`src/rtl/addr_screen_pkg.sv`:
```
package addr_screen_pkg;
  localparam int ADDR_BYTES = 6;
  localparam int HASH_WORDS = 8;
  localparam int WORD_W     = 32;
  localparam int HASH_BITS  = $clog2(HASH_WORDS * WORD_W);
  localparam int SEL_W      = $clog2(HASH_WORDS);
  localparam int BIT_W      = $clog2(WORD_W);
  localparam int CNT_W      = $clog2(ADDR_BYTES + 1);
  localparam int CFG_AW     = 4;
  localparam logic [31:0] CRC_POLY = 32'hEDB88320;

  typedef struct packed {
    logic             clear;
    logic             take;
    logic             last;
    logic [CNT_W-1:0] slot;
  } strobe_t;

  function automatic logic [31:0] crcStep(logic [31:0] c, logic [7:0] d);
    logic [31:0] r;
    r = c;
    for (int i = 0; i < 8; i++) begin
      r = (r[0] ^ d[i]) ? ((r >> 1) ^ CRC_POLY) : (r >> 1);
    end
    return r;
  endfunction
endpackage

```
`src/rtl/addr_screen_ctrl.sv`:
```
module addr_screen_ctrl
  import addr_screen_pkg::*;
(
  input  logic    clk,
  input  logic    rstN,
  input  logic    frameStart,
  input  logic    byteValid,
  output strobe_t stb
);
  logic [CNT_W-1:0] byteCnt;
  logic             takeByte;

  assign takeByte = byteValid && !frameStart && (byteCnt < CNT_W'(ADDR_BYTES));

  always_ff @(posedge clk or negedge rstN) begin
    if (!rstN) begin
      byteCnt <= CNT_W'(ADDR_BYTES);
    end else if (frameStart) begin
      byteCnt <= '0;
    end else if (takeByte) begin
      byteCnt <= byteCnt + 1'b1;
    end
  end

  always_comb begin
    stb.clear = frameStart;
    stb.take  = takeByte;
    stb.last  = takeByte && (byteCnt == CNT_W'(ADDR_BYTES - 1));
    stb.slot  = byteCnt;
  end

  // a frame start restarts collection at byte 0
  assert_restart_R9: assert property (@(posedge clk) disable iff (!rstN)
    frameStart |=> byteCnt == '0);

  // once six bytes are in, further bytes leave the count alone
  assert_extra_ignored_R9: assert property (@(posedge clk) disable iff (!rstN)
    (byteValid && !frameStart && byteCnt == CNT_W'(ADDR_BYTES)) |=> byteCnt == CNT_W'(ADDR_BYTES));
endmodule

```
`src/rtl/addr_screen_dp.sv`:
```
module addr_screen_dp
  import addr_screen_pkg::*;
(
  input  logic              clk,
  input  logic              rstN,
  input  strobe_t           stb,
  input  logic [7:0]        byteData,
  input  logic              cfgWrEn,
  input  logic [CFG_AW-1:0] cfgWrAddr,
  input  logic [WORD_W-1:0] cfgWrData,
  output logic              keepFrame,
  output logic              verdictDone
);
  localparam logic [CFG_AW-1:0] ADDR_ST_HI = CFG_AW'(HASH_WORDS);
  localparam logic [CFG_AW-1:0] ADDR_ST_LO = CFG_AW'(HASH_WORDS + 1);
  localparam logic [CFG_AW-1:0] ADDR_CTRL  = CFG_AW'(HASH_WORDS + 2);

  logic [HASH_WORDS-1:0][WORD_W-1:0] hashTbl;
  logic [WORD_W-1:0]                 stationHi;
  logic [15:0]                       stationLo;
  logic                              promisc;
  logic [31:0]                       crcReg;
  logic [ADDR_BYTES-1:0][7:0]        destAddr;
  logic                              evalPending;

  // configuration words
  for (genvar w = 0; w < HASH_WORDS; w++) begin : g_hash
    always_ff @(posedge clk or negedge rstN) begin
      if (!rstN) hashTbl[w] <= '0;
      else if (cfgWrEn && cfgWrAddr == CFG_AW'(w)) hashTbl[w] <= cfgWrData;
    end
  end

  always_ff @(posedge clk or negedge rstN) begin
    if (!rstN) begin
      stationHi <= '0;
      stationLo <= '0;
      promisc   <= 1'b0;
    end else if (cfgWrEn) begin
      if (cfgWrAddr == ADDR_ST_HI) stationHi <= cfgWrData;
      if (cfgWrAddr == ADDR_ST_LO) stationLo <= cfgWrData[WORD_W-1 -: 16];
      if (cfgWrAddr == ADDR_CTRL)  promisc   <= cfgWrData[0];
    end
  end

  // address capture and running CRC
  always_ff @(posedge clk or negedge rstN) begin
    if (!rstN) begin
      crcReg      <= '1;
      destAddr    <= '0;
      evalPending <= 1'b0;
    end else begin
      evalPending <= stb.last;
      if (stb.clear) begin
        crcReg   <= '1;
        destAddr <= '0;
      end else if (stb.take) begin
        crcReg             <= crcStep(crcReg, byteData);
        destAddr[stb.slot] <= byteData;
      end
    end
  end

  // verdict logic
  logic [HASH_BITS-1:0]       hashIdx;
  logic [SEL_W-1:0]           wordSel;
  logic [BIT_W-1:0]           bitSel;
  logic [WORD_W-1:0]          hashRow;
  logic                       hashHit;
  logic [ADDR_BYTES-1:0][7:0] stationAddr;
  logic                       isGroup;
  logic                       isBcast;
  logic                       stationHit;
  logic                       verdictNext;

  always_comb begin
    // top bits of the reversed CRC are the low CRC bits, reversed
    for (int b = 0; b < HASH_BITS; b++) hashIdx[HASH_BITS-1-b] = crcReg[b];
    wordSel = hashIdx[HASH_BITS-1 -: SEL_W];
    bitSel  = hashIdx[BIT_W-1:0];
    hashRow = hashTbl[wordSel];
    hashHit = hashRow[~bitSel];
    stationAddr[5] = stationHi[31:24];
    stationAddr[4] = stationHi[23:16];
    stationAddr[3] = stationHi[15:8];
    stationAddr[2] = stationHi[7:0];
    stationAddr[1] = stationLo[15:8];
    stationAddr[0] = stationLo[7:0];
    isGroup    = destAddr[0][0];
    isBcast    = &destAddr;
    stationHit = (destAddr == stationAddr);
    verdictNext = promisc || (isGroup ? (isBcast || hashHit) : stationHit);
  end

  always_ff @(posedge clk or negedge rstN) begin
    if (!rstN) begin
      keepFrame   <= 1'b0;
      verdictDone <= 1'b0;
    end else begin
      verdictDone <= evalPending;
      if (stb.clear)        keepFrame <= 1'b0;
      else if (evalPending) keepFrame <= verdictNext;
    end
  end

  // promiscuous mode forces acceptance
  assert_promisc_R7: assert property (@(posedge clk) disable iff (!rstN)
    (evalPending && promisc) |=> keepFrame);

  // broadcast always passes
  assert_bcast_R6: assert property (@(posedge clk) disable iff (!rstN)
    (evalPending && isBcast) |=> keepFrame);

  // the verdict holds between evaluations and frame starts
  assert_hold_R8: assert property (@(posedge clk) disable iff (!rstN)
    (!evalPending && !stb.clear) |=> $stable(keepFrame));

  // the done strobe lasts a single cycle
  assert_strobe_R8: assert property (@(posedge clk) disable iff (!rstN)
    verdictDone |=> !verdictDone);

  // a frame start clears the verdict
  assert_clear_R8: assert property (@(posedge clk) disable iff (!rstN)
    stb.clear |=> !keepFrame);
endmodule

```
`src/rtl/dest_addr_screen.sv`:
```
module dest_addr_screen
  import addr_screen_pkg::*;
(
  input  logic              clk,
  input  logic              rstN,
  input  logic              frameStart,
  input  logic              byteValid,
  input  logic [7:0]        byteData,
  input  logic              cfgWrEn,
  input  logic [CFG_AW-1:0] cfgWrAddr,
  input  logic [WORD_W-1:0] cfgWrData,
  output logic              keepFrame,
  output logic              verdictDone
);
  strobe_t stb;

  addr_screen_ctrl u_ctrl (
    .clk        (clk),
    .rstN       (rstN),
    .frameStart (frameStart),
    .byteValid  (byteValid),
    .stb        (stb)
  );

  addr_screen_dp u_dp (
    .clk         (clk),
    .rstN        (rstN),
    .stb         (stb),
    .byteData    (byteData),
    .cfgWrEn     (cfgWrEn),
    .cfgWrAddr   (cfgWrAddr),
    .cfgWrData   (cfgWrData),
    .keepFrame   (keepFrame),
    .verdictDone (verdictDone)
  );
endmodule

```
`config.mk`:
```
export PLATFORM = sky130hd
export DESIGN_NAME = dest_addr_screen
export DESIGN_NICKNAME = d
export VERILOG_FILES = /design/src/rtl/addr_screen_pkg.sv /design/src/rtl/addr_screen_ctrl.sv /design/src/rtl/addr_screen_dp.sv /design/src/rtl/dest_addr_screen.sv
export SDC_FILE = /design/constraint.sdc
export NUM_CORES = 1
export LEC_CHECK = 0
export ABC_AREA = 1
export BUFFER_PORTS_ARGS = -buffer_cell sky130_fd_sc_hd__buf_2
export CORE_UTILIZATION = 50
export DETAILED_ROUTE_END_ITERATION = 12
export PLACE_DENSITY_LB_ADDON = 0.1
export SLEW_MARGIN = 20
export SYNTH_ARGS = -nofsm -noshare
export SYNTH_HDL_FRONTEND = slang
export SYNTH_SLANG_ARGS = --single-unit
```
`constraint.sdc`:
```
create_clock -name clk -period 2.4 [get_ports clk]
set_input_delay 0.24 -clock clk [delete_from_list [all_inputs] [get_ports clk]]
set_output_delay 0.24 -clock clk [all_outputs]
set_load 0.02 [all_outputs]
```
==> results of run 1 <==
-- layout by cell type, fill, tap and decap left out, types with 3 or more instances in the layout --
cell type and instances:
sky130_fd_sc_hd__a21oi_1 18, sky130_fd_sc_hd__buf_12 13, sky130_fd_sc_hd__buf_2 49, sky130_fd_sc_hd__buf_4 40, sky130_fd_sc_hd__bufinv_16 3, sky130_fd_sc_hd__clkbuf_1 10, sky130_fd_sc_hd__clkbuf_16 43, sky130_fd_sc_hd__clkbuf_8 11
sky130_fd_sc_hd__clkinv_2 9, sky130_fd_sc_hd__dfrtp_1 357, sky130_fd_sc_hd__dfstp_2 33, sky130_fd_sc_hd__dlygate4sd3_1 5, sky130_fd_sc_hd__inv_1 89, sky130_fd_sc_hd__inv_6 3, sky130_fd_sc_hd__nand2_1 606, sky130_fd_sc_hd__nand2_2 4
sky130_fd_sc_hd__nand3_1 295, sky130_fd_sc_hd__nand3_2 5, sky130_fd_sc_hd__nand4_1 18, sky130_fd_sc_hd__nor2_1 39, sky130_fd_sc_hd__nor3_1 4, sky130_fd_sc_hd__nor4_1 10, sky130_fd_sc_hd__o21ai_0 341, sky130_fd_sc_hd__o22ai_1 31
sky130_fd_sc_hd__xnor2_1 33, sky130_fd_sc_hd__xnor2_2 4, sky130_fd_sc_hd__xor2_1 71, sky130_fd_sc_hd__xor2_2 4
-- routing by layer --
metal | track usage [%] | share of wire [%] | vias up | wire length, um
li1 | - | - | 7050 | -
met1 | 39.5 | 45 | 7136 | 22400
met2 | 45.3 | 47 | 432 | 23400
met3 | 4.48 | 6.3 | 80 | 3140
met4 | 7.90 | 2.3 | 0 | 1130
met5 | 0 | 0 | - | 0
-- metrics by stage --
stage | worst slack, ps | hold WS [ps] | power, mW
floorplan | 337 | -55.6 | 14.0
global placement | 219 | 257 | 16.3
detailed placement | 160 | 247 | 16.5
CTS | 172 | 26.3 | 23.2
global route | 9.33 | 39.7 | 24.5
finish | 182 | 39.2 | 23.1
-- final cells by class --
type / count / area [sq um] / area share (%)
Inverter: 93 / 350 / 1.71
Clock inverter: 14 / 156 / 0.764
Timing Repair Buffer: 108 / 871 / 4.25
Clock buffer: 64 / 1260 / 6.18
Multi-Input combinational cell: 1502 / 7430 / 36.3
Sequential cell: 391 / 9830 / 48.0
Tap cell: 461 / 577 / 2.82
-- sequential cells by signal, summed over array words and instances, names as in the netlist --
| register | cells |
|---|---|
| u_dp.hashTbl | 256 |
| u_dp.destAddr | 48 |
| u_dp.crcReg | 32 |
| u_dp.stationHi | 32 |
| u_dp.stationLo | 16 |
| u_ctrl.byteCnt | 3 |
| u_dp.evalPending | 1 |
| u_dp.keepFrame | 1 |
| u_dp.promisc | 1 |
| u_dp.verdictDone | 1 |
-- worst min-delay path by stage --
stage / cells after the start / end / slack (ps)
after floorplan: 0 / u_ctrl.byteCnt[0] / -60
after global placement: 1 / u_dp.hashTbl[74] / 260
after detailed placement: 1 / u_dp.hashTbl[106] / 250
after CTS: 4 / u_dp.promisc / 30
after global routing: 3 / u_dp.crcReg[24] / 40
final: 3 / u_dp.hashTbl[1] / 40
-- power by group --
part	leakage (nW)	switching (mW)	internal (mW)	total, mW
combinational	3.91	4.53	2.97	7.50
sequential	4.93	0.875	8.03	8.90
clock	0.708	2.71	3.97	6.68
total	9.55	8.11	15.0	23.1
-- critical path, stage by stage (launching register included) --
cell                      delay [ps]
sky130_fd_sc_hd__dfstp_4         660
sky130_fd_sc_hd__buf_12          270
sky130_fd_sc_hd__xnor2_2         250
sky130_fd_sc_hd__xor2_2          150
sky130_fd_sc_hd__buf_4           180
sky130_fd_sc_hd__xor2_1          280
sky130_fd_sc_hd__xor2_1          190
sky130_fd_sc_hd__o22ai_1          80
sky130_fd_sc_hd__inv_1            70
-- kinds of logic after synthesis --
group / after synthesis / synth area share [%]
XOR/XNOR: 116 / 6.37
AO/OA/AOI/OAI: 394 / 11.2
buffers and inverters: 222 / 4.68
flip-flops: 391 / 54.4
adder cells (fa/ha/maj): 2 / 0.139
AND/OR/NAND/NOR: 990 / 23.2
-- what timing repair did --
action | CTS | global route
hold endpoints to repair | 59 | 0
hold buffers | 5 | 0
endpoints found under the setup margin | 0 | 0
==> impl_metrics.env, run 1 <==
export IMPL_power_density_mw_per_mm2=1130
export IMPL_p_leak_nw=9.55
export IMPL_clock_tree_buffer_depth=3
export IMPL_achievable_clock_frequency_ghz=0.451
export IMPL_syn_area_sq_mm=0.0181
export IMPL_critical_path_startpoint_type="flop"
export IMPL_worst_pin_slew_ps=773
export IMPL_synth_area_per_inst_sq_um=8.54
export IMPL_max_cap_violations=0
export IMPL_placementRows=69
export IMPL_antenna_found_initial=0
export IMPL_cts_buffers_inserted=43
export IMPL_drt_vias_per_instance=5.58
export IMPL_finalWirelength_um=50100
export IMPL_share_of_layout_cells_above_drive_strength_1_pct=10.7
export IMPL_filler_cell_count=3226
export IMPL_drt_wirelength_per_cell_um=19.0
export IMPL_fin_tns_setup_ps=0
export IMPL_sequential_share_of_the_synthesized_area_pct=54.4
export IMPL_dp_final_hpwl_um=30400
export IMPL_setup_violations=0
export IMPL_holdCritPathClass="in2reg"
export IMPL_stdcell_count=2633
export IMPL_die_w_um=192
export IMPL_worstSetupEndpointType="flop"
export IMPL_detailedRoute_firstPassIterationCount=6
export IMPL_post_synth_top_area_cell="sky130_fd_sc_hd__dfrtp_1"
export IMPL_place_port_buffers=50
export IMPL_timing_max_transition_violations_final=0
export IMPL_syn_to_final_growth_pct=13.4
export IMPL_cts_repair_timing_setup_buffer_count=0
export IMPL_drtAntennaViolNets=0
export IMPL_first_pass_grt_wire_length_um=79500
export IMPL_timing_critical_path_from="u_dp.crcReg[2]"
export IMPL_cts_resized=0
export IMPL_grt_max_degree=73
export IMPL_placement_cell_area_sq_mm=0.0190
export IMPL_ys_warn_count=0
export IMPL_timing_reg2reg_worst_path_depth=8
export IMPL_tritoncts_clock_tree="yes"
export IMPL_synth_largest_type_area_fraction_pct=49.5
export IMPL_irDropWorstVdd_mv=0.830
export IMPL_globalRouteTotalUtil_pct=28.2
export IMPL_postSynthCellCount=2115
export IMPL_rsz_0062_raised_after_global_routing="false"
export IMPL_drc=0
export IMPL_total_number_of_clock_tree_sinks=391
export IMPL_worst_slew_margin_rel_pct=48.5
export IMPL_floorplan_initialDensity_pct=50.8
export IMPL_clk_root_buffer_cell="sky130_fd_sc_hd__clkbuf_16"
export IMPL_timing_hold_violations_final=0
export IMPL_n_antenna_cell=0
export IMPL_boundaryPins=51
export IMPL_required_time_at_the_worst_slack_endpoint_ps=2900
export IMPL_number_of_synthesized_register_bits=391
export IMPL_outcome="complete, no violations"
export IMPL_most_repeated_cell_in_the_gate_level_netlist_after_synthesis="sky130_fd_sc_hd__nand2_1"
export IMPL_htree_depth=2
export IMPL_ys_flop_type="sky130_fd_sc_hd__dfrtp_1"
export IMPL_clock_latency_ps=580
export IMPL_vias=14700
export IMPL_nets=2190
export IMPL_synth_common_cells="sky130_fd_sc_hd__nand2_1, sky130_fd_sc_hd__dfrtp_1, sky130_fd_sc_hd__o21ai_0"
export IMPL_floorplan_die_area_sq_mm=0.0369
export IMPL_placeableCoreArea_sq_mm=0.0356
export IMPL_critical_path_reg2reg_endpoint="u_dp.crcReg[16]"
export IMPL_globalRouteOverflowTotal=0
export IMPL_critical_path_endpoint="u_dp.crcReg[16]"
export IMPL_synth_lib_cells_used_distinct=34
export IMPL_synthTopCellsByArea="sky130_fd_sc_hd__dfrtp_1, sky130_fd_sc_hd__nand2_1, sky130_fd_sc_hd__o21ai_0"
export IMPL_drt_initial_drc_count=1096
export IMPL_gp_routability_congestion=0.811
export IMPL_critical_path_peak_fanout=55
export IMPL_post_place_cells=2550
export IMPL_final_util_pct=57.6
export IMPL_setup_worst_path_class="reg2reg"
export IMPL_cts_reportedPaths_clkPinSlew_ps=60
export IMPL_syn_nets=2166
export IMPL_timing_final_crit_share_pct=92.4
export IMPL_die_h_um=192
export IMPL_cp_arrival_ps=2720
export IMPL_setup_reg_to_reg_worst_slack_ps=180
export IMPL_final_area_sq_mm=0.0205
export IMPL_fin_skew_ps=26.6
export IMPL_synth_enable_flop_cells=0
export IMPL_synth_async_sr_flop_share_pct=100
export IMPL_period_minus_ws_final_ps=2220
export IMPL_critical_path_reg2reg_startpoint="u_dp.crcReg[2]"
export IMPL_first_global_vias=13800
export IMPL_timing_hold_worst_start="cfgWrData[1]"
(Power assumes the default switching activity.)
==> run 2, diff against run 1 <==
- ABC_AREA: 1 -> default
- ABC_CLOCK_PERIOD_IN_PS: default -> 2400
==> run 2 against run 1 <==
  * Non-clock buffer count grew 58
  * The run now ends with setup timing left
  * Sequential share of layout area shrank 2.5 points
  * First-iteration DRC count shrank 42%
  * Clock-buffer cell count is the same
  * Sequential power grew 2%
  * Utilization grew 1.6 points
==> impl_metrics.env, run 2 <==
export IMPL_outcome="finished, violations left"
export IMPL_violations_in_the_final_reports="setup timing"
export IMPL_final_util_pct=59.2
export IMPL_syn_to_final_growth_pct=16.8
export IMPL_total_number_of_clock_tree_sinks=391
export IMPL_dp_final_hpwl_um=32400
export IMPL_grt_max_degree=86
export IMPL_critical_path_max_stage_delay_ps=660
export IMPL_grt_util_met1_pct=38.0
export IMPL_irDropWorstVdd_mv=0.649
export IMPL_boundaryPins=51
export IMPL_most_repeated_cell_in_the_gate_level_netlist_after_synthesis="sky130_fd_sc_hd__dfrtp_1"
export IMPL_timing_critical_path_from="u_dp.crcReg[2]"
export IMPL_worst_slew_margin_rel_pct=54.1
export IMPL_timing_reg2reg_worst_path_depth=10
export IMPL_ys_flop_type="sky130_fd_sc_hd__dfrtp_1"
export IMPL_max_flop_register="u_dp.hashTbl"
export IMPL_grt_met2_usage_pct=43.3
export IMPL_drt_wirelength_per_cell_um=24.3
export IMPL_nets=1556
export IMPL_htree_depth=2
export IMPL_worstSetupEndpointType="flop"
export IMPL_timing_hold_violations_final=0
export IMPL_largest_register_ff_count=256
export IMPL_cp_arrival_ps=3330
export IMPL_synth_common_cells="sky130_fd_sc_hd__dfrtp_1, sky130_fd_sc_hd__mux2_2, sky130_fd_sc_hd__nand2_1"
export IMPL_number_of_synthesized_register_bits=391
export IMPL_timing_max_transition_violations_final=0
export IMPL_syn_nets=1447
export IMPL_synth_largest_type_area_fraction_pct=48.3
export IMPL_filler_cell_count=2942
export IMPL_critical_path_reg2reg_startpoint="u_dp.crcReg[2]"
export IMPL_critical_path_reg2reg_endpoint="u_dp.keepFrame"
export IMPL_power_density_mw_per_mm2=1070
export IMPL_achievable_clock_frequency_ghz=0.343
export IMPL_drt_initial_drc_count=641
export IMPL_drtAntennaViolNets=0
export IMPL_synthTopCellsByArea="sky130_fd_sc_hd__dfrtp_1, sky130_fd_sc_hd__mux2_2, sky130_fd_sc_hd__mux4_2"
export IMPL_fin_tns_setup_ps=-517
export IMPL_share_of_layout_cells_above_drive_strength_1_pct=42.2
export IMPL_vias=11700
export IMPL_stdcell_count=2007
export IMPL_sequential_share_of_the_synthesized_area_pct=53.1
export IMPL_clock_tree_buffer_depth=3
export IMPL_syn_area_sq_mm=0.0185
export IMPL_grt_busiest_layer="met2"
export IMPL_synth_enable_flop_cells=0
export IMPL_post_place_cells=1917
export IMPL_drt_vias_per_instance=5.84
export IMPL_timing_final_crit_share_pct=122
export IMPL_slack_of_the_critical_path_ps=-517
export IMPL_floorplan_die_area_sq_mm=0.0378
export IMPL_detailedRoute_firstPassIterationCount=5
export IMPL_worst_pin_slew_ps=686
export IMPL_first_pass_grt_wire_length_um=75300
export IMPL_first_global_vias=12000
export IMPL_timing_hold_worst_start="byteData[3]"
export IMPL_floorplan_initialDensity_pct=50.7
export IMPL_globalRouteOverflowTotal=0
export IMPL_timing_critical_path_cells="buf_4, buf_12, buf_4, mux4_2, mux4_2, nand4b_1, o2111ai_2, nor3_2, o211a_1, a2111oi_2"
export IMPL_most_common_cell_after_layout_fill_and_taps_aside="sky130_fd_sc_hd__dfrtp_1"
export IMPL_fin_skew_ps=11.4
export IMPL_gp_routability_congestion=0.860
export IMPL_n_antenna_cell=0
export IMPL_tritoncts_clock_tree="yes"
export IMPL_clock_latency_ps=550
export IMPL_globalRouteTotalUtil_pct=26.5
export IMPL_required_time_at_the_worst_slack_endpoint_ps=2820
export IMPL_period_minus_ws_final_ps=2920
export IMPL_setup_reg_to_reg_worst_slack_ps=-520
export IMPL_largest_registers="u_dp.hashTbl: 256 flops, u_dp.destAddr: 48 flops"
export IMPL_clk_root_buffer_cell="sky130_fd_sc_hd__clkbuf_16"
export IMPL_multi_input_comb_area_sq_mm=0.00826
export IMPL_whs_endpoint="u_dp.destAddr[11]"
export IMPL_min_path_cells=3
export IMPL_postSynthCellCount=1396
export IMPL_critical_path_startpoint_type="flop"
export IMPL_setup_worst_path_class="reg2reg"
export IMPL_synth_area_per_inst_sq_um=13.3
export IMPL_critical_path_peak_fanout=9
export IMPL_worst_path_max_delay_cell="sky130_fd_sc_hd__dfstp_4"
export IMPL_layout_common_cells="sky130_fd_sc_hd__dfrtp_1, sky130_fd_sc_hd__mux2_2, sky130_fd_sc_hd__nand2_1"
export IMPL_holdCritPathClass="in2reg"
export IMPL_die_w_um=194
export IMPL_fin_hold_ws_ps=68.2
export IMPL_placementRows=70
export IMPL_synth_lib_cells_used_distinct=62
export IMPL_post_synth_top_area_cell="sky130_fd_sc_hd__dfrtp_1"
export IMPL_place_port_buffers=50
export IMPL_cts_buffers_inserted=44
export IMPL_ys_warn_count=0
export IMPL_finalWirelength_um=48700
export IMPL_layout_area_seq_sq_mm=0.00983
export IMPL_groute_layer_met3_usage_pct=3.26
export IMPL_cts_reportedPaths_clkPinSlew_ps=60
export IMPL_rsz_0062_raised_after_global_routing="true"
export IMPL_setup_violations=1
export IMPL_synth_async_sr_flop_share_pct=100
export IMPL_antenna_found_initial=3
export IMPL_placeableCoreArea_sq_mm=0.0365
export IMPL_max_cap_violations=0
export IMPL_drc=0
export IMPL_p_leak_nw=9.56
export IMPL_die_h_um=194
-- run 2: cell types whose count changed after synthesis, sizes merged, moves of 28 or more --
cell,before,now
o22ai,31,3
inv,92,5
a211o,0,32
nand3,300,7
a21oi,18,55
mux2i,0,31
nand2,611,116
clkbuf,108,45
mux4,0,51
mux2,0,305
o21ai,342,3
buf,21,58
-- run 2: logic make-up (layout without fill, tap and decap cells) --
| kind of cell | after synthesis | in the layout | synth area share, % |
|---|---|---|---|
| simple gates | 248 | 248 | 6.08 |
| buf+inv | 108 | 251 | 2.75 |
| compound gates | 139 | 139 | 5.28 |
| fa+ha+maj | 2 | 2 | 0.135 |
| mux | 387 | 387 | 26.5 |
| xor+xnor | 121 | 121 | 6.11 |
| flops | 391 | 391 | 53.1 |
-- run 2: report_power, final --
group	total, mW	switching [mW]	internal (mW)	leakage (nW)
clock network	6.80	2.73	4.08	0.732
logic	7.23	3.20	4.03	4.01
registers	9.07	0.922	8.15	4.82
total	23.1	6.85	16.3	9.56
-- run 2: worst max-delay path by stage --
stage / endpoint / slack, ps / cells after the start
final: u_dp.keepFrame / -520 / 10
after global routing: u_dp.keepFrame / -550 / 10
after CTS: u_dp.keepFrame / -450 / 9
after detailed placement: u_dp.keepFrame / -510 / 11
after global placement: u_dp.keepFrame / -500 / 11
after floorplan: u_dp.keepFrame / -90 / 8
-- run 2: worst max-delay path: cells and delay by family (launching register included) --
kind,cells,cell delay [ps]
multiplexers,2,950
flip-flops,1,660
AO/OA/AOI/OAI,3,440
buffers and inverters,3,380
AND/OR/NAND/NOR,2,350
-- run 2: per-stage QoR --
| stage | setup WS (ps) | power, mW | cell area, sq um |
|---|---|---|---|
| floorplan | -88.6 | 13.9 | 18500 |
| global placement | -501 | 16.1 | 20000 |
| detailed placement | -506 | 16.2 | 20000 |
| CTS | -452 | 23.1 | 21500 |
| global route | -548 | 24.3 | 21600 |
| finish | -517 | 23.1 | 21600 |
-- run 2: area by class of cell --
cell class / instances / area share (%)
inverter: 5 / 0.0869
sequential: 391 / 45.5
tap: 468 / 2.71
clock buffer: 64 / 6.01
timing repair buffer: 166 / 6.68
multi-input combinational: 897 / 38.2
clock inverter: 16 / 0.770
-- run 2: timing repair --
action,in CTS,in global routing
gates resized for setup,1,12
endpoints found under the setup margin,5,8
hold buffers,2,0
setup buffers,1,7
pin swaps,0,5
endpoints found under the hold margin,48,0
-- run 2: layer usage --
metal | wire (um) | vias to the layer above
li1 | - | 5237
met1 | 22200 | 6177
met2 | 23500 | 248
met3 | 2070 | 65
met4 | 892 | 0
met5 | 0 | -
